$ cat config.mk
export PLATFORM = sky130hd
export DESIGN_NAME = cal_alarm_cmp
export DESIGN_NICKNAME = d
export VERILOG_FILES = /design/src/rtl/cal_alarm_pkg.sv /design/src/rtl/cal_alarm_field_cmp.sv /design/src/rtl/cal_alarm_regs.sv /design/src/rtl/cal_alarm_event.sv /design/src/rtl/cal_alarm_cmp.sv
export SDC_FILE = /design/constraint.sdc
export NUM_CORES = 1
export LEC_CHECK = 0
export ABC_AREA = 1
export BUFFER_PORTS_ARGS = -buffer_cell sky130_fd_sc_hd__buf_4
export CORE_UTILIZATION = 25
export CTS_CLUSTER_DIAMETER = 120
export DETAILED_ROUTE_END_ITERATION = 16
export GPL_TIMING_DRIVEN = 0
export PLACE_DENSITY = 0.48
export SLEW_MARGIN = 20
export SYNTH_ARGS = -nofsm -noshare
export SYNTH_HDL_FRONTEND = slang
export SYNTH_SLANG_ARGS = --single-unit
$ cat constraint.sdc
create_clock -name clk -period 2.2 [get_ports clk]
set_input_delay 0.11 -clock clk [delete_from_list [all_inputs] [get_ports clk]]
set_output_delay 0.11 -clock clk [all_outputs]
set_load 0.02 [all_outputs]
$ cat src/rtl/cal_alarm_pkg.sv
package cal_alarm_pkg;
    parameter int NUM_FIELDS = 8;
    parameter int FIELD_W    = 12;
    parameter int FLAG_W     = 2;
    parameter int FLAG_INC   = 0;
    parameter int FLAG_ALM   = 1;

    parameter int SEC_W  = 6;
    parameter int MIN_W  = 6;
    parameter int HOUR_W = 5;
    parameter int MDAY_W = 5;
    parameter int WDAY_W = 3;
    parameter int YDAY_W = 9;
    parameter int MON_W  = 4;
    parameter int YEAR_W = 12;

    parameter int LOC_OFS      = 'h00;
    parameter int MASK_OFS     = 'h10;
    parameter int ALARM_BASE   = 'h60;
    parameter int ALARM_STRIDE = 4;

    typedef logic [NUM_FIELDS-1:0][FIELD_W-1:0] field_vec_t;

    function automatic int field_width(input int idx);
        case (idx)
            0:       return SEC_W;
            1:       return MIN_W;
            2:       return HOUR_W;
            3:       return MDAY_W;
            4:       return WDAY_W;
            5:       return YDAY_W;
            6:       return MON_W;
            default: return YEAR_W;
        endcase
    endfunction

    function automatic logic [FIELD_W-1:0] field_keep(input int idx);
        return FIELD_W'((64'd1 << field_width(idx)) - 64'd1);
    endfunction
endpackage

$ cat src/rtl/cal_alarm_field_cmp.sv
module cal_alarm_field_cmp #(
    parameter int FW = 12,
    parameter int W  = 6
) (
    input  logic [FW-1:0] snap_val,
    input  logic [FW-1:0] alarm_val,
    input  logic          skip,
    output logic          hit
);
    localparam logic [FW-1:0] KEEP = FW'((64'd1 << W) - 64'd1);

    always_comb begin
        hit = skip | (((snap_val ^ alarm_val) & KEEP) == '0);
    end
endmodule

$ cat src/rtl/cal_alarm_regs.sv
module cal_alarm_regs
    import cal_alarm_pkg::*;
#(
    parameter int ADDR_W = 8,
    parameter int DATA_W = 32
) (
    input  logic                  clk,
    input  logic                  rst_n,
    input  logic                  bus_wr,
    input  logic [ADDR_W-1:0]     bus_addr,
    input  logic [DATA_W-1:0]     bus_wdata,
    input  logic [FLAG_W-1:0]     flags_i,
    output logic [DATA_W-1:0]     bus_rdata,
    output field_vec_t            alarm_o,
    output logic [NUM_FIELDS-1:0] mask_o,
    output logic                  cfg_wr_o,
    output logic [FLAG_W-1:0]     clr_o
);
    localparam logic [ADDR_W-1:0] LOC_ADDR  = ADDR_W'(LOC_OFS);
    localparam logic [ADDR_W-1:0] MASK_ADDR = ADDR_W'(MASK_OFS);

    typedef struct packed {
        field_vec_t            alarm;
        logic [NUM_FIELDS-1:0] mask;
    } cfg_t;

    cfg_t cfg_q, cfg_d;
    logic unused_wdata_hi;

    function automatic logic [ADDR_W-1:0] alarm_addr(input int idx);
        return ADDR_W'(ALARM_BASE + ALARM_STRIDE * idx);
    endfunction

    assign unused_wdata_hi = ^bus_wdata[DATA_W-1:FIELD_W];

    // next-state and write decode
    always_comb begin
        cfg_d    = cfg_q;
        cfg_wr_o = 1'b0;
        clr_o    = '0;
        if (bus_wr) begin
            if (bus_addr == LOC_ADDR) begin
                clr_o = bus_wdata[FLAG_W-1:0];
            end
            if (bus_addr == MASK_ADDR) begin
                cfg_d.mask = bus_wdata[NUM_FIELDS-1:0];
                cfg_wr_o   = 1'b1;
            end
            for (int i = 0; i < NUM_FIELDS; i++) begin
                if (bus_addr == alarm_addr(i)) begin
                    cfg_d.alarm[i] = bus_wdata[FIELD_W-1:0] & field_keep(i);
                    cfg_wr_o       = 1'b1;
                end
            end
        end
    end

    // read multiplexer
    always_comb begin
        bus_rdata = '0;
        if (bus_addr == LOC_ADDR) begin
            bus_rdata[FLAG_W-1:0] = flags_i;
        end
        if (bus_addr == MASK_ADDR) begin
            bus_rdata[NUM_FIELDS-1:0] = cfg_q.mask;
        end
        for (int i = 0; i < NUM_FIELDS; i++) begin
            if (bus_addr == alarm_addr(i)) begin
                bus_rdata[FIELD_W-1:0] = cfg_q.alarm[i];
            end
        end
    end

    always_ff @(posedge clk or negedge rst_n) begin
        if (!rst_n) begin
            cfg_q.alarm <= '0;
            cfg_q.mask  <= '1;
        end else begin
            cfg_q <= cfg_d;
        end
    end

    assign alarm_o = cfg_q.alarm;
    assign mask_o  = cfg_q.mask;
endmodule

$ cat src/rtl/cal_alarm_event.sv
module cal_alarm_event
    import cal_alarm_pkg::*;
(
    input  logic                  clk,
    input  logic                  rst_n,
    input  logic                  tick,
    input  field_vec_t            live_vec,
    input  logic [NUM_FIELDS-1:0] hits,
    input  logic [NUM_FIELDS-1:0] mask,
    input  logic                  cfg_wr,
    input  logic [FLAG_W-1:0]     clr,
    output field_vec_t            snap_o,
    output logic [FLAG_W-1:0]     flags_o
);
    typedef struct packed {
        field_vec_t        snap;
        logic              eval;
        logic [FLAG_W-1:0] flags;
    } ev_t;

    ev_t               st_q, st_d;
    logic [FLAG_W-1:0] set_v;
    logic              alarm_on;

    always_comb begin
        st_d      = st_q;
        st_d.snap = tick ? live_vec : st_q.snap;
        st_d.eval = tick;

        alarm_on        = ~(&mask);
        set_v           = '0;
        set_v[FLAG_INC] = st_q.eval;
        set_v[FLAG_ALM] = st_q.eval & (&hits) & alarm_on & ~cfg_wr;

        st_d.flags = (st_q.flags & ~clr) | set_v;
    end

    always_ff @(posedge clk or negedge rst_n) begin
        if (!rst_n) begin
            st_q <= '0;
        end else begin
            st_q <= st_d;
        end
    end

    assign snap_o  = st_q.snap;
    assign flags_o = st_q.flags;
endmodule

$ cat src/rtl/cal_alarm_cmp.sv
module cal_alarm_cmp
    import cal_alarm_pkg::*;
#(
    parameter int ADDR_W = 8,
    parameter int DATA_W = 32
) (
    input  logic              clk,
    input  logic              rst_n,
    input  logic              tick,
    input  logic [SEC_W-1:0]  sec_i,
    input  logic [MIN_W-1:0]  min_i,
    input  logic [HOUR_W-1:0] hour_i,
    input  logic [MDAY_W-1:0] mday_i,
    input  logic [WDAY_W-1:0] wday_i,
    input  logic [YDAY_W-1:0] yday_i,
    input  logic [MON_W-1:0]  month_i,
    input  logic [YEAR_W-1:0] year_i,
    input  logic              bus_wr,
    input  logic [ADDR_W-1:0] bus_addr,
    input  logic [DATA_W-1:0] bus_wdata,
    output logic [DATA_W-1:0] bus_rdata,
    output logic              irq,
    output logic [FLAG_W-1:0] loc_status
);
    field_vec_t            live_vec;
    field_vec_t            snap;
    field_vec_t            alarm_q;
    logic [NUM_FIELDS-1:0] mask_q;
    logic [NUM_FIELDS-1:0] hits;
    logic                  cfg_wr;
    logic [FLAG_W-1:0]     clr;
    logic [FLAG_W-1:0]     flags;

    always_comb begin
        live_vec               = '0;
        live_vec[0][SEC_W-1:0]  = sec_i;
        live_vec[1][MIN_W-1:0]  = min_i;
        live_vec[2][HOUR_W-1:0] = hour_i;
        live_vec[3][MDAY_W-1:0] = mday_i;
        live_vec[4][WDAY_W-1:0] = wday_i;
        live_vec[5][YDAY_W-1:0] = yday_i;
        live_vec[6][MON_W-1:0]  = month_i;
        live_vec[7][YEAR_W-1:0] = year_i;
    end

    cal_alarm_regs #(
        .ADDR_W(ADDR_W),
        .DATA_W(DATA_W)
    ) u_regs (
        .clk      (clk),
        .rst_n    (rst_n),
        .bus_wr   (bus_wr),
        .bus_addr (bus_addr),
        .bus_wdata(bus_wdata),
        .flags_i  (flags),
        .bus_rdata(bus_rdata),
        .alarm_o  (alarm_q),
        .mask_o   (mask_q),
        .cfg_wr_o (cfg_wr),
        .clr_o    (clr)
    );

    for (genvar g = 0; g < NUM_FIELDS; g++) begin : g_cmp
        cal_alarm_field_cmp #(
            .FW(FIELD_W),
            .W (field_width(g))
        ) u_cmp (
            .snap_val (snap[g]),
            .alarm_val(alarm_q[g]),
            .skip     (mask_q[g]),
            .hit      (hits[g])
        );
    end

    cal_alarm_event u_event (
        .clk     (clk),
        .rst_n   (rst_n),
        .tick    (tick),
        .live_vec(live_vec),
        .hits    (hits),
        .mask    (mask_q),
        .cfg_wr  (cfg_wr),
        .clr     (clr),
        .snap_o  (snap),
        .flags_o (flags)
    );

    assign loc_status = flags;
    assign irq        = |flags;
endmodule

### Word level (Yosys, flattened, before mapping)

Index checks and enable logic that the tools add are counted.

| cells by class | value |
|---|---|
| add/sub/neg operators | 8 |
| $mul | 0 |
| div/mod/pow operators | 0 |
| $lt $le $gt $ge | 0 |
| eq/ne operators | 9 |
| shift-type cells | 8 |
| multiplexer cells | 38 |
| bitwise gates (word level) | 32 |
| reduce and logical (&&, ||, !) cells | 21 |

Operators by type and width:

| kind | number |
|---|---|
| 2-to-1 mux 32 bit | 16 |
| << shifter 1 x 32 -> 12 bit, first input constant | 8 |
| AND 12 bit | 8 |
| logical NOT 12 bit | 8 |
| 2-to-1 mux 12 bit | 8 |
| subtractor 12 x 1 -> 12 bit, second input constant | 8 |
| equality test 8 x 7 -> 1 bit, second input constant | 8 |
| AND reduction 2 bit | 9 |
| AND reduction 8 bit | 2 |
| bitwise XOR 12 bit | 1 |
| bitwise XOR 6 bit | 2 |
| 2-to-1 mux 1 bit | 10 |
| bitwise XOR 5 bit | 2 |
| bitwise XOR 9 bit | 1 |
| equality test 8 x 5 -> 1 bit, second input constant | 1 |
| logical NOT 8 bit | 1 |
| 2-to-1 mux 8 bit | 1 |
| OR 1 bit | 8 |
| 2-to-1 mux 2 bit | 3 |
| bitwise XOR 4 bit | 1 |
| AND 1 bit | 3 |
| bitwise XOR 3 bit | 1 |
| AND 2 bit | 1 |
| NOT 1 bit | 2 |
| 3 further kinds | 3 |

| storage, ports and cells | value |
|---|---|
| register bits after elaboration | 157 |
| latch bits | 0 |
| bits in writable memories | 0 |
| ROM bits | 0 |
| output and inout port bits | 35 |
| word-level logic and storage cells | 135 |
| memories kept | 0 |

### Longest topological paths before layout

| depth | value |
|---|---|
| depth in word-level cells | 14 |
| mapped depth | 11 |

### Modules after synthesis

Synthesis repeated with hierarchy kept, for this count alone.

| second synthesis, totals | value |
|---|---|
| cell total of the unflattened synthesis | 896 |
| area total of the unflattened synthesis | 8,453.1 um2 |

By module, submodules not included:

| module | times used | cells an instance | area each (um2) |
|---|---|---|---|
| cal_alarm_event | 1 | 229 | 3,930.0 |
| cal_alarm_regs | 1 | 428 | 3,532.1 |
| cal_alarm_field_cmp at g_cmp[0].u_cmp ... | 2 | 36 | 138.9 |
| cal_alarm_field_cmp at g_cmp[7].u_cmp | 1 | 44 | 201.4 |
| cal_alarm_field_cmp at g_cmp[2].u_cmp ... | 2 | 25 | 100.1 |
| cal_alarm_field_cmp at g_cmp[5].u_cmp | 1 | 30 | 143.9 |
| cal_alarm_field_cmp at g_cmp[6].u_cmp | 1 | 25 | 93.8 |
| cal_alarm_field_cmp at g_cmp[4].u_cmp | 1 | 14 | 58.8 |
| cal_alarm_cmp | 1 | 4 | 15.0 |

### Least setup slack after synthesis

OpenSTA, ideal clock, no wires.

| timing path | value |
|---|---|
| kind | input to output |
| start point | input port bus_addr[7] |
| end point | output port bus_rdata[2] |
| data arrival time | 1,081 ps |
| data required time | 2,090 ps |
| setup slack | 1,009 ps |
| stages on the path | 11 |
| buffers on the path | 0 |
| cell sequence | inv_1 > nand2_1 > nor2_4 > inv_2 > nor2_4 > inv_2 > nor2_1 > nor2_1 > nand3_1 > o21ai_1 > nand2_1 |

| between the ends | value |
|---|---|
| cells in the longest elaborated chain, start to end | 10 |

RTL lines:

| item | line | source |
|---|---|---|
| start, declared | cal_alarm_cmp.sv:19 | `input logic [ADDR_W-1:0] bus_addr,` |
| equality test 8 x 5 -> 1 bit | cal_alarm_regs.sv:64 | `if (bus_addr == MASK_ADDR) begin` |
| 2-to-1 mux 8 bit | cal_alarm_regs.sv:64 |  |
| 2-to-1 mux 12 bit (7 in series) | cal_alarm_regs.sv:68 | `if (bus_addr == alarm_addr(i)) begin` |
| 2-to-1 mux 12 bit (*) | cal_alarm_regs.sv:68 |  |
| end, declared | cal_alarm_cmp.sv:21 | `output logic [DATA_W-1:0] bus_rdata,` |

Mark *: on every way between the ends. The rest lies on a longest branch, timed or not.

### Worst setup path after layout

| timing path | value |
|---|---|
| start point | register u_regs.cfg_q (netlist bit u_regs.alarm_o[3]) |
| end point | output port bus_rdata[3] |

| between the ends | value |
|---|---|
| cells in the longest elaborated chain, start to end | 8 |

RTL lines:

| item | line | source |
|---|---|---|
| start, declared | cal_alarm_regs.sv:27 | `cfg_t cfg_q, cfg_d;` |
| start signal, assigned | cal_alarm_regs.sv:79 | `cfg_q <= cfg_d;` |
| 2-to-1 mux 12 bit (8 in series) | cal_alarm_regs.sv:68 |  |

No other way between the ends.

==> flow_summary.yaml <==
run_status:
  violations: "design-rule violations"
  outcome: "complete, but fails checks"
cts:
  cts.htree.levels: 3
  clock_latency_ns: 0.36
  ctsLongestPathBuffers: 2
  cts_sinks: 111
  clock-root-buffer: "clkbuf_16"
  path_clk_slew_ns: 0.07
  cts_made_buffers: 9
  tritoncts: "done"
global_route:
  wire_length_of_the_first_global_routing_pass_mm: 26.2
  globalRouteTotalUtil_pct: 15.0
  gr-total-overflow: 0
  first_global_vias: 4667
  maximum_number_of_pins_on_one_net_before_global_route_repair: 57
  grt_antenna_before_repair: 0
worst_setup_path:
  total_buffers_and_inverters_traversed_by_the_critical_path: 2
  rr_startpoint: "u_regs.alarm_o[87]"
  critPathMaxFanout: 3
  critical_path_required_ns: 2.09
  worst-r2r-cell-count: 9
  wp_data_arrival_ns: 1.73
  end_kind: "output pin"
  reg2reg_setup_slack_ns: 0.88
  worstReg2RegEnd: "u_event.flags_o[1]"
  critPathKind: "reg -> out"
  timing.critical_path.cells: "inv_1 -> o22ai_1 -> nor3_1 -> nand4_1 -> buf_4"
  timing.critical_path.slowest_cell_delay_ns: 0.39
  crit_path_top_delay_cell: "dfrtp_1"
  crit_path_start_kind: "flop"
  timing.critical_path.max_delay_family: "simple AND/OR/NAND/NOR gates"
logic_synthesis:
  mappedNetlistArea_um2: 5660
  yosysWarningCount: 0
  synthArstFlopShare_pct: 100
  postSynthRegisterBits: 111
  post_synth_inst_count: 650
  count_of_distinct_cell_types_in_the_synthesized_netlist: 35
  post_synth_edffs: 0
  syn-mean-instance-area_um2: 8.71
  synthDominantCellAreaShare_pct: 45.5
  dominantRegCellSynth: "dfrtp_1"
  synth_seq_area_share_pct: 49.2
  synthTopCellsByArea: "dfrtp_1, nand2_1, mux2_2"
  synth_top_area_cell: "dfrtp_1"
route:
  drt_pass1_iterations: 10
  vias: 4715
  totalWireLength_mm: 16.6
  drt-wirelength-per-cell_um: 15.0
  ant_nets: 0
  avgViaCountPerCell: 4.25
  drc_errors: 8
  initialDrtViolationCount: 311
finish:
  drive_above_1_share_pct: 25.6
  fillerInstances: 2342
  layout.core_utilization_pct: 34.5
  most-common-layout-cells: "nand2_1, buf_4, dfrtp_1"
  layout.nets: 918
  most_frequent_standard_cell_in_the_layout_excluding_fill_and_tap_cells: "nand2_1"
  number_of_diodes_added_for_antenna_fixing: 0
  stdcell_count: 1109
  synthToLayoutAreaGrowth_pct: 34.3
min_path:
  worst_hold_startpoint: "bus_wdata[8]"
  min_path_type: "in -> reg"
  hold_depth: 3
  timing.hold.worst_endpoint: "u_regs.alarm_o[68]"
timing:
  rsz0062_at_grt: "false"
  report.final.hold_viol_count: 0
  post-route-min-period_ns: 1.84
  max_freq_mhz: 542
  maxSlewHeadroom_pct: 49.6
  fin_skew_ns: 0.00945
  report.final.setup_viol: 0
  worst_pin_slew_ns: 0.755
  timing.final.max_slew_violations: 0
  hold_ws_ns: 0.0182
  final_tns_setup_ns: 0
  post-route-period-util_pct: 83.8
placed_design:
  dpl.cell_count: 1038
  hpwlAfterDp_mm: 12.2
  number_of_port_buffers: 88
  gp_congestion: 0.803
die:
  core_region_um2: 22000
  dieArea_um2: 23300
  die-height_um: 152
  die-width_um: 152
  initial_utilization_pct: 25.7
  row_count: 54
  num_io_pins: 129
power_and_ir_drop:
  power_per_cell_area_nw_per_um2: 601
  p_leak_nw: 3.55
  vdd.ir_drop.worst_mv: 0.351
run:
  cap_viol_max_count: 0
cell type report:
type,count,area (um^2),share of cell area (%)
Inverter,77,295,3.88
Buffer,34,239,3.14
Multi-Input combinational cell,447,2410,31.7
Clock inverter,5,33.8,0.444
Clock buffer,11,243,3.19
Tap cell,280,350,4.61
Sequential cell,111,2790,36.7
Timing Repair Buffer,144,1240,16.3
worst max-delay path by stage:
| stage | startpoint | end | slack (ns) | depth (start not counted) |
|---|---|---|---|---|
| 5_1_grt | u_regs.alarm_o[3] | bus_rdata[3] | 0.23 | 5 |
| 3_3_place_gp | bus_addr[1] | bus_rdata[2] | 0.46 | 13 |
| 2_1_floorplan | bus_addr[7] | bus_rdata[2] | 1.01 | 11 |
| 3_5_place_dp | bus_addr[1] | bus_rdata[2] | 0.49 | 13 |
| 6_report | u_regs.alarm_o[3] | bus_rdata[3] | 0.36 | 5 |
| 4_1_cts | u_regs.alarm_o[3] | bus_rdata[3] | 0.35 | 5 |
synthesized netlist by cell type (3+ instances only):
master	count
buf_4	22
nor2_1	40
clkbuf_1	3
xnor2_1	21
nor3_1	4
o21ai_2	7
inv_1	65
inv_2	10
o21ai_1	26
buf_6	3
mux2_2	33
nand2_4	3
dfstp_2	8
nand3_1	23
dfrtp_1	103
nand2_2	6
xor2_1	11
a21oi_1	9
nor2_4	5
buf_2	5
nand4_1	9
o21ai_0	55
nand2_1	165
routing by layer:
metal	wire, um	global-route usage, %	part of all wire, %	up-vias
met1	8000	20.1	48	2186
met4	300	3.75	1.8	0
met3	744	3.92	4.5	20
li1	-	-	-	2404
met5	0	0	0	-
met2	7540	24.0	45	105
worst register-to-register path, delay by kind of cell, from the launching register on:
family	cells	cell delay [ns]
XOR/XNOR	1	0.18
flip-flops	1	0.42
AND/OR/NAND/NOR	7	0.61
buffers and inverters	1	0.05
power by group:
part | total, mW | switching [mW] | internal [mW]
Clock | 1.59 | 0.790 | 0.800
Sequential | 2.30 | 0.110 | 2.19
Combinational | 0.687 | 0.334 | 0.353
Total | 4.57 | 1.23 | 3.34
logic make-up (layout without fill, tap and decap cells):
family | count (synthesis) | count (layout) | share of synthesized area, %
AO/OA/AOI/OAI | 103 | 103 | 9.83
XOR/XNOR | 32 | 32 | 4.95
buffers and inverters | 111 | 271 | 9.44
flip-flops | 111 | 111 | 49.2
multiplexers | 33 | 33 | 6.56
other | 1 | 20 | 0.0662
AND/OR/NAND/NOR | 259 | 259 | 19.9
registers in the layout (all words and copies together), names as in the netlist:
name and flops:
u_event.flags_o 2, u_event.set_v 1, u_event.snap_o 50, u_regs.alarm_o 50
u_regs.mask_o 8
repair_timing:
action,in CTS,in global routing
hold endpoints to repair,101,0
resized for setup,0,0
buffers inserted,0,0
hold buffers,55,0
stage by stage:
step | power [mW] | setup WS, ns | cell area, um^2
2_1_floorplan | 2.67 | 1.01 | 5730
3_3_place_gp | 2.94 | 0.457 | 6740
3_5_place_dp | 2.96 | 0.494 | 6780
4_1_cts | 4.63 | 0.346 | 7600
5_1_grt | 4.80 | 0.234 | 7600
6_report | 4.57 | 0.356 | 7600
No activity file was read; power rests on OpenSTA's default activity.
